### config.mk
export PLATFORM = sky130hd
export DESIGN_NAME = jtag_multichain_tap
export DESIGN_NICKNAME = d
export VERILOG_FILES = /design/src/rtl/jtag_tap_pkg.sv /design/src/rtl/tap_ctrl.sv /design/src/rtl/tap_datapath.sv /design/src/rtl/jtag_multichain_tap.sv
export SDC_FILE = /design/constraint.sdc
export NUM_CORES = 1
export LEC_CHECK = 0
export BUFFER_PORTS_ARGS = -buffer_cell sky130_fd_sc_hd__buf_2
export CAP_MARGIN = 20
export CORE_AREA = 2 2 51 53
export DETAILED_ROUTE_END_ITERATION = 10
export DIE_AREA = 0 0 53 55
export PLACE_DENSITY = 0.68
export SLEW_MARGIN = 20
export SYNTH_ARGS = -nofsm -noshare
export SYNTH_HDL_FRONTEND = slang
export SYNTH_SLANG_ARGS = --single-unit
### constraint.sdc
create_clock -name tck -period 2.57 [get_ports tck]
set_input_delay 0.257 -clock tck [delete_from_list [all_inputs] [get_ports tck]]
set_output_delay 0.257 -clock tck [all_outputs]
set_load 0.02 [all_outputs]
### src/rtl/jtag_tap_pkg.sv
package jtag_tap_pkg;

  typedef enum logic [3:0] {
    TestReset, RunIdle,
    SelDr, CapDr, ShDr, Ex1Dr, PauseDr, Ex2Dr, UpdDr,
    SelIr, CapIr, ShIr, Ex1Ir, PauseIr, Ex2Ir, UpdIr
  } tapState_t;

  typedef struct packed {
    logic testReset;
    logic captureIr;
    logic shiftIr;
    logic updateIr;
    logic captureDr;
    logic shiftDr;
    logic updateDr;
  } tapStrobes_t;

endpackage

### src/rtl/tap_ctrl.sv
module tap_ctrl
  import jtag_tap_pkg::*;
(
  input  logic        tck,
  input  logic        rstN,
  input  logic        tms,
  output tapStrobes_t strb
);

  tapState_t st, nxt;

  always_ff @(posedge tck or negedge rstN) begin
    if (!rstN) st <= TestReset;
    else       st <= nxt;
  end

  always_comb begin
    nxt = st;
    case (st)
      TestReset: nxt = tms ? TestReset : RunIdle;
      RunIdle:   nxt = tms ? SelDr : RunIdle;
      SelDr:     nxt = tms ? SelIr : CapDr;
      CapDr:     nxt = tms ? Ex1Dr : ShDr;
      ShDr:      nxt = tms ? Ex1Dr : ShDr;
      Ex1Dr:     nxt = tms ? UpdDr : PauseDr;
      PauseDr:   nxt = tms ? Ex2Dr : PauseDr;
      Ex2Dr:     nxt = tms ? UpdDr : ShDr;
      UpdDr:     nxt = tms ? SelDr : RunIdle;
      SelIr:     nxt = tms ? TestReset : CapIr;
      CapIr:     nxt = tms ? Ex1Ir : ShIr;
      ShIr:      nxt = tms ? Ex1Ir : ShIr;
      Ex1Ir:     nxt = tms ? UpdIr : PauseIr;
      PauseIr:   nxt = tms ? Ex2Ir : PauseIr;
      Ex2Ir:     nxt = tms ? UpdIr : ShIr;
      UpdIr:     nxt = tms ? SelDr : RunIdle;
      default:   nxt = TestReset;
    endcase
  end

  always_comb begin
    strb.testReset = (st == TestReset);
    strb.captureIr = (st == CapIr);
    strb.shiftIr   = (st == ShIr);
    strb.updateIr  = (st == UpdIr);
    strb.captureDr = (st == CapDr);
    strb.shiftDr   = (st == ShDr);
    strb.updateDr  = (st == UpdDr);
  end

endmodule

### src/rtl/tap_datapath.sv
module tap_datapath
  import jtag_tap_pkg::*;
#(
  parameter int NUM_CHAINS = 5,
  parameter int IR_WIDTH   = 4,
  parameter logic [IR_WIDTH-1:0] IR_CAPTURE = 1
)(
  input  logic                  tck,
  input  logic                  rstN,
  input  logic                  tdi,
  input  tapStrobes_t           strb,
  input  logic [NUM_CHAINS-1:0] chainSo,
  output logic [NUM_CHAINS-1:0] chainSel,
  output logic                  bypassSel,
  output logic                  tdo,
  output logic                  tdoOe
);

  localparam logic [IR_WIDTH-1:0] IR_BYPASS = '1;

  logic [IR_WIDTH-1:0] irShift, irReg;
  logic                bypassBit;
  logic                drSo;

  // instruction shift register and instruction register
  always_ff @(posedge tck or negedge rstN) begin
    if (!rstN) begin
      irShift <= '0;
      irReg   <= IR_BYPASS;
    end else begin
      if (strb.captureIr)    irShift <= IR_CAPTURE;
      else if (strb.shiftIr) irShift <= {tdi, irShift[IR_WIDTH-1:1]};
      if (strb.testReset)     irReg <= IR_BYPASS;
      else if (strb.updateIr) irReg <= irShift;
    end
  end

  // instruction decode: one select line per chain
  for (genvar i = 0; i < NUM_CHAINS; i++) begin : g_dec
    assign chainSel[i] = (irReg == IR_WIDTH'(i));
  end
  assign bypassSel = ~|chainSel;

  // one-bit bypass register
  always_ff @(posedge tck or negedge rstN) begin
    if (!rstN)                               bypassBit <= 1'b0;
    else if (strb.captureDr && bypassSel)    bypassBit <= 1'b0;
    else if (strb.shiftDr && bypassSel)      bypassBit <= tdi;
  end

  assign drSo = bypassSel ? bypassBit : |(chainSo & chainSel);

  // TDO launched on the rising edge
  always_ff @(posedge tck or negedge rstN) begin
    if (!rstN) begin
      tdo   <= 1'b0;
      tdoOe <= 1'b0;
    end else if (strb.shiftIr) begin
      tdo   <= irShift[0];
      tdoOe <= 1'b1;
    end else if (strb.shiftDr) begin
      tdo   <= drSo;
      tdoOe <= 1'b1;
    end else begin
      tdoOe <= 1'b0;
    end
  end

endmodule

### src/rtl/jtag_multichain_tap.sv
module jtag_multichain_tap
  import jtag_tap_pkg::*;
#(
  parameter int NUM_CHAINS = 5,
  parameter int IR_WIDTH   = 4
)(
  input  logic                  tck,
  input  logic                  tms,
  input  logic                  tdi,
  input  logic                  trstN,
  input  logic                  porRst,
  output logic                  tdo,
  output logic                  tdoOe,
  output logic                  chainTdi,
  output logic [NUM_CHAINS-1:0] chainCapture,
  output logic [NUM_CHAINS-1:0] chainShift,
  output logic [NUM_CHAINS-1:0] chainUpdate,
  input  logic [NUM_CHAINS-1:0] chainSo
);

  localparam logic [IR_WIDTH-1:0] IR_CAPTURE = IR_WIDTH'(1);

  logic                  rstN;
  tapStrobes_t           strb;
  logic [NUM_CHAINS-1:0] chainSel;
  logic                  bypassSel;

  // either reset source forces Test-Logic-Reset
  assign rstN = trstN & ~porRst;

  tap_ctrl u_ctrl (
    .tck  (tck),
    .rstN (rstN),
    .tms  (tms),
    .strb (strb)
  );

  tap_datapath #(
    .NUM_CHAINS (NUM_CHAINS),
    .IR_WIDTH   (IR_WIDTH),
    .IR_CAPTURE (IR_CAPTURE)
  ) u_dp (
    .tck       (tck),
    .rstN      (rstN),
    .tdi       (tdi),
    .strb      (strb),
    .chainSo   (chainSo),
    .chainSel  (chainSel),
    .bypassSel (bypassSel),
    .tdo       (tdo),
    .tdoOe     (tdoOe)
  );

  assign chainTdi = tdi;

  for (genvar i = 0; i < NUM_CHAINS; i++) begin : g_chain
    assign chainCapture[i] = strb.captureDr & chainSel[i];
    assign chainShift[i]   = strb.shiftDr   & chainSel[i];
    assign chainUpdate[i]  = strb.updateDr  & chainSel[i];
  end

endmodule

== Yosys cells after proc, flatten, opt, wreduce, memory -nomap -nowiden ==
Index checks and enable logic that the tools add are counted.

* Equality and inequality tests: 19
* Muxes and demuxes: 24
* Bitwise logic cells: 18
* Reduce and logical (&&, ||, !) cells: 14

{| class="wikitable"
|+ Operator list
! kind !! number
|-
| one-hot mux 4 bit (12 select lines) || 1
|-
| equality test 4 bit (second input constant) || 8
|-
| 2-to-1 mux 4 bit || 8
|-
| equality test 4 x 3 -> 1 bit (second input constant) || 5
|-
| AND 1 bit || 16
|-
| equality test 4 x 2 -> 1 bit (second input constant) || 4
|-
| 2-to-1 mux 1 bit || 10
|-
| OR reduction 5 bit || 2
|-
| equality test 4 x 1 -> 1 bit (second input constant) || 2
|-
| zero test 4 bit || 2
|-
| nonzero test 2 bit || 4
|-
| 2-to-1 mux 2 bit || 3
|-
| 2-to-1 mux 3 bit || 2
|-
| AND 5 bit || 1
|-
| OR reduction 2 bit || 2
|-
| OR reduction 3 bit || 1
|-
| logical AND 1 bit || 2
|-
| zero test 1 bit || 1
|-
| inverter 1 bit || 1
|}

* Flip-flop bits (word level): 15
* Bits of input ports: 10
* Output and inout bits: 18
* Word-level logic and storage cells: 81

== Longest topological paths before layout ==
Gate-level depths: netlist (run 1).

* Word-level depth: 6
* Mapped depth: 6
* Mapped depth without buffers: 4

== Cells and area by module ==
A second synthesis (run 1) with hierarchy kept.

* Cells, all modules: 120
* Area, all modules: 1,076.0 µm²

{| class="wikitable"
|+ Modules (own cells, without submodules)
! module !! instances !! cells each !! area an instance (µm²) !! sequential area each (µm²)
|-
| tap_datapath || 1 || 57 || 628.1 || 280.3
|-
| tap_ctrl || 1 || 46 || 340.3 || 100.1
|-
| jtag_multichain_tap || 1 || 17 || 107.6 || 0.0
|}

== Least setup slack after synthesis (run 1) ==
OpenSTA, ideal clock, no wires.

* Kind: reg2out
* Start: register u_ctrl.st[1]
* End: output chainShift[0]
* Arrival: 1.426 ns
* Required time: 2.313 ns
* Setup slack: 0.887 ns
* Cell stages (with the launch flop): 5
* Path buffers: 2
* Cell sequence: dfrtp_1 > buf_6 > or4b_4 > buf_6 > nor2_1

* Cells in the longest elaborated chain, start to end: 2

{| class="wikitable"
|+ Ends and longest elaborated chain
! what !! line !! source
|-
| from (decl) || tap_ctrl.sv:10 || <nowiki>tapState_t st, nxt;</nowiki>
|-
| from (signal assigned) || tap_ctrl.sv:13 || <nowiki>if (!rstN) st <= TestReset;</nowiki>
|-
| from (signal assigned) || tap_ctrl.sv:14 || <nowiki>else st <= nxt;</nowiki>
|-
| equality test 4 x 3 -> 1 bit || tap_ctrl.sv:46 || <nowiki>strb.shiftDr = (st == ShDr);</nowiki>
|-
| AND 1 bit || jtag_multichain_tap.sv:58 || <nowiki>assign chainShift[i] = strb.shiftDr & chainSel[i];</nowiki>
|-
| to (decl) || jtag_multichain_tap.sv:16 || <nowiki>output logic [NUM_CHAINS-1:0] chainShift,</nowiki>
|}

No other way between the ends.

== Worst setup path in the final report (run 1) ==
* Start: register u_ctrl.st[0]
* End: output chainShift[1]

The elaborated chain is that of the path after synthesis.

==> metrics.cfg, run 1 <==
[run_status]
outcome=complete, no violations

[worst_setup_path]
critical_path_class=reg2out
r2r_setup_slack_ns=0.79
start_kind=flip-flop
cp_slowest_stage_delay_ns=0.70
timing.critical_path.buf_inv=1
crit_chain=or4b_4 -> nor2_1 -> buf_2
end_kind=output port
cp_max_fo=23
cp_data_arrival_time_ns=1.91
cp_slowest_cell=or4b_4
critical-path-top-delay-family=simple AND/OR/NAND/NOR gates
cp.required_ns=2.31

[logic_synthesis]
synthAdderAreaFrac=0
yosysTopAreaCellShare=0.268
synthDistinctLibCells=33
synth_area_leaders=dfrtp_1 27%, dfstp_2 10%, nor2_1 9.1%
yosys_warnings=0
synth_compound_area_frac=0.222
synth-simple-area-share=0.307
synth-edff-count=0
muxShareOfSynthArea=0.0110
synth_top_family_by_area=simple AND/OR/NAND/NOR gates
synth_common_cells=25 x nor2_1, 16 x nand2_1, 16 x o21ai_0
syn_inst=135
synth_nets=145
synth_xor_area_frac=0.00854
async_reset_ff_frac=1.00
synthFlopType=dfrtp_1
yosysMostFrequentCell=nor2_1
yosys.area.top_type=dfrtp_1
ys_ff_latch=15
mappedNetlistArea_um2=1030
syn_avg_cell_area_um2=7.60
ys_seq_area_frac=0.371

[floorplan]
core.rowCount=18
core-area_um2=2360
die-area_um2=2920
io_pins=28
initial_core_util=0.434
fp.dieW_um=53
dieHeight_um=55

[pwr]
cellPowerDensity_nw_per_um2=1040
peakVddDrop_mv=0.431
p_leak_nw=0.533

[layout]
drive_above_1_share=0.252
diodes=0
nets=166
area_growth_pct=13.5
fin_area_um2=1160

[global_routing]
antenna_found_initial=0
grt_pass1_vias=878
grt_max_degree=24
grt-ovfl-total=0
grt_use_total=0.180
grt_pass1_wl_um=3800

[cts]
clk_latency_ns=0.28
postCtsSetupRepairBufs=0
hold_buffers=0
numCtsBuffers=3
cts-resized-gates=0
root_buffer=clkbuf_4
cts.sinks=15
cts_max_path_buffers=2
clkTransAtPathRegs_ns=0.09
htreeDepth=1
tritoncts=built

[detailed_routing]
drt_drc_violations_left=0
drtPass1Iterations=4
ant_nets=0
via_count=1015
totalWireLength_um=2320
via_per_inst=5.49
drt_iter0_drc=14
wl_per_cell_um=12.5

[timing]
slew_headroom=0.602
fin_crit_sh=0.842
finalWorstSetupSlack_ns=0.406
finalSetupTns_ns=0
finalHoldViolCount=0
max_freq_mhz=462
post-route-min-period_ns=2.16
finalSetupViolations=0
slew_violations=0
rsz0062_at_grt=no
fin_skew_ns=0.00507
tightest_slew_ns=0.597

[place]
post-place-ws_ns=0.736
placed_area_um2=1140
dp_hpwl_um=1720
place.gp.congestion=0.753
port-buffer-count=27

[min_path]
min_path_type=in2async

[job]
maxCapViolCount=0

==> sequential cells by signal, summed over array words and instances, names as in the netlist <==
name            count
u_ctrl.st           4
u_dp.tdo            1
u_dp.irShift        4
u_dp.tdoOe          1
u_dp.irReg          4
u_dp.bypassBit      1
==> path summary, 6_finish.rpt <==
path | end | cells after the start | from
setup / recovery | chainShift[1] | 3 | u_ctrl.st[0]$_DFF_PN0_
hold / removal | u_ctrl.st[1]$_DFF_PN0_ | 3 | trstN
setup reg to reg | u_dp.tdo$_DFFE_PN0P_ | 4 | u_dp.irReg[0]$_DFFE_PN1P_
hold reg to reg | u_dp.bypassBit$_DFFE_PN0P_ | 1 | u_dp.bypassBit$_DFFE_PN0P_
max in group asynchronous | u_dp.irReg[0]$_DFFE_PN1P_ | 3 | porRst
min in group tck | u_dp.irShift[3]$_DFFE_PN0N_ | 3 | tdi
==> kinds of logic after synthesis <==
group                     Yosys count
xor gates and xnor gates            1
DFF                                15
and+or+nand+nor                    66
buffers and inverters              16
muxes                               1
AOI/OAI and AO/OA                  36
==> layout make-up <==
class	instances	area (um2)
sequential	15	380
timing repair buffer	28	143
tap	30	37.5
fill	236	1200
clock buffer	4	26.3
multi-input combinational	104	563
inverter	4	15.0
==> power by group <==
part / internal (mW) / leakage (nW) / switching [mW]
sequential: 0.366 / 0.185 / 0.235
clock: 0.0603 / 0.0150 / 0.0748
combinational: 0.233 / 0.334 / 0.245
total: 0.659 / 0.533 / 0.555
==> metal layers <==
metal,track usage,up-vias,part of all wire
met5,0,-,0
met4,0.0769,0,0.014
met3,0.0323,5,0.044
met2,0.333,27,0.48
met1,0.202,470,0.46
li1,-,513,-
==> layout by cell type, fill, tap and decap left out, types with 3 or more instances in the layout <==
master / instances
a21oi_1: 6
a221oi_1: 3
a22oi_1: 4
buf_2: 27
clkbuf_4: 3
dfrtp_1: 11
dfstp_2: 4
inv_1: 4
nand2_1: 16
nand3_1: 6
nor2_1: 25
nor2b_1: 5
nor3_1: 4
o21ai_0: 16
==> per-stage QoR <==
stage          instances  power (mW)  utilization  hold WS [ns]
2_1_floorplan        135       0.999            -         0.402
3_3_place_gp         181        1.05        0.481         0.328
3_5_place_dp         181        1.08        0.481         0.347
4_1_cts              185        1.22        0.493        0.0301
5_1_grt              185        1.35        0.493        0.0398
6_report             185        1.21        0.493        0.0243
==> worst register-to-register path, cell delays in order, from the launching register on <==
cell and delay (ns):
dfstp_2 0.64, mux2_2 0.35, or3_1 0.31, a221oi_1 0.25, o32ai_1 0.12
Power figures use the tool's default switching activity.
==> run 2, diff against run 1 <==
Clock period 2.57 ns to 2.2 ns, I/O delays scaled along.
==> metrics.cfg, run 2 (synthesized netlist as in run 1, its figures left out) <==
[layout]
final_core_util=0.507
layout_commonest_cell=buf_2
layout_common_cells=27 x buf_2, 25 x nor2_1, 16 x o21ai_0, 16 x nand2_1, 11 x dfrtp_1
largest_registers=u_ctrl.st x4, u_dp.irReg x4, u_dp.irShift x4
area_growth_pct=17.0
fin_area_um2=1200
drive_above_1_share=0.258
instances_no_fill=189
diodes=0
nets=170

[timing]
fin_crit_sh=0.919
slew_violations=0
post-route-min-period_ns=2.02
fin_skew_ns=0.00716
max_freq_mhz=494
tightest_slew_ns=0.480
holdWs_ns=0.225
rsz0062_at_grt=no
finalHoldViolCount=0
finalSetupViolations=0
finalSetupTns_ns=0
finalWorstSetupSlack_ns=0.177
slew_headroom=0.680

[place]
place.gp.congestion=0.757
dp.cells=183
post-place-ws_ns=0.424
dp_hpwl_um=1690
port-buffer-count=27
placed_area_um2=1150

[pwr]
peakVddDrop_mv=0.548
cellPowerDensity_nw_per_um2=1210
total_power_mw=1.45
p_leak_nw=0.553

[floorplan]
die-area_um2=2920
core.rowCount=18
initial_core_util=0.434
fp.dieW_um=53
dieHeight_um=55
io_pins=28
core-area_um2=2360

[cts]
root_buffer=clkbuf_4
cts.sinks=15
cts_max_path_buffers=2
clk_latency_ns=0.28
cts-resized-gates=0
htreeDepth=1
clkTransAtPathRegs_ns=0.09
numCtsBuffers=3
tritoncts=built

[detailed_routing]
drtPass1Iterations=4
totalWireLength_um=2350
wl_per_cell_um=12.4
via_per_inst=5.40
drt_iter0_drc=31
via_count=1020
drt_drc_violations_left=0
ant_nets=0

[worst_setup_path]
cp_data_arrival_time_ns=1.80
cp_max_fo=14
end_kind=output port
critical_path_class=reg2out
start_kind=flip-flop
cp.required_ns=1.98

[run_status]
outcome=complete, no violations

[global_routing]
grt-ovfl-total=0
grt_pass1_wl_um=3680
grt_use_total=0.169
grt_max_degree=23
grt_pass1_vias=852
antenna_found_initial=0

[job]
maxCapViolCount=0

[min_path]
min_path_type=in2reg

run 2: cell count changes in the layout (fill, tap and decap cells not counted):
cell | before | now
buf_4 | 1 | 3
dlygate4sd3_1 | 0 | 2
run 2: layout make-up:
cell class,instances,area (um2)
fillers,244,1160
flip-flops and latches,15,380
inverters,4,15.0
well taps,30,37.5
multi-input cells,104,563
repair buffers,32,178
clock buffers,4,26.3
run 2: repair_timing:
action | CTS | global route
hold buffers | 2 | 0
setup buffers | 0 | 0
hold endpoints to repair | 11 | 0
endpoints found under the setup margin | 0 | 0
run 2: path summary, 6_finish.rpt:
check | slack, ns | cells past startpoint | end | startpoint
max | 0.18 | 3 | chainShift[0] | u_ctrl.st[2]$_DFF_PN0_
min | 0.22 | 3 | u_dp.irShift[3]$_DFFE_PN0N_ | tdi
max reg2reg | 0.44 | 4 | u_dp.tdo$_DFFE_PN0P_ | u_dp.irReg[0]$_DFFE_PN1P_
min reg2reg | 0.52 | 1 | u_dp.bypassBit$_DFFE_PN0P_ | u_dp.bypassBit$_DFFE_PN0P_
max in group asynchronous | 0.90 | 5 | u_dp.irReg[2]$_DFFE_PN1P_ | trstN
min in group asynchronous | 0.52 | 4 | u_ctrl.st[3]$_DFF_PN0_ | porRst
run 2: where the power goes:
part	switching [mW]	internal [mW]
registers	0.196	0.429
clock network	0.0878	0.0703
logic	0.369	0.298
total	0.652	0.797
run 2: critical path, cell delays in order (launching register included):
cell and delay [ns]:
dfrtp_1 0.61, or4b_4 0.59, nor2_1 0.14, buf_2 0.18
run 2: metal layers:
metal	vias up	part of all wire	global-route usage	wire, um
li1	517	-	-	-
met1	467	0.46	0.210	1090
met2	34	0.47	0.310	1120
met3	2	0.055	0.0242	128
met4	0	0.0060	0.0385	14
met5	-	0	0	0
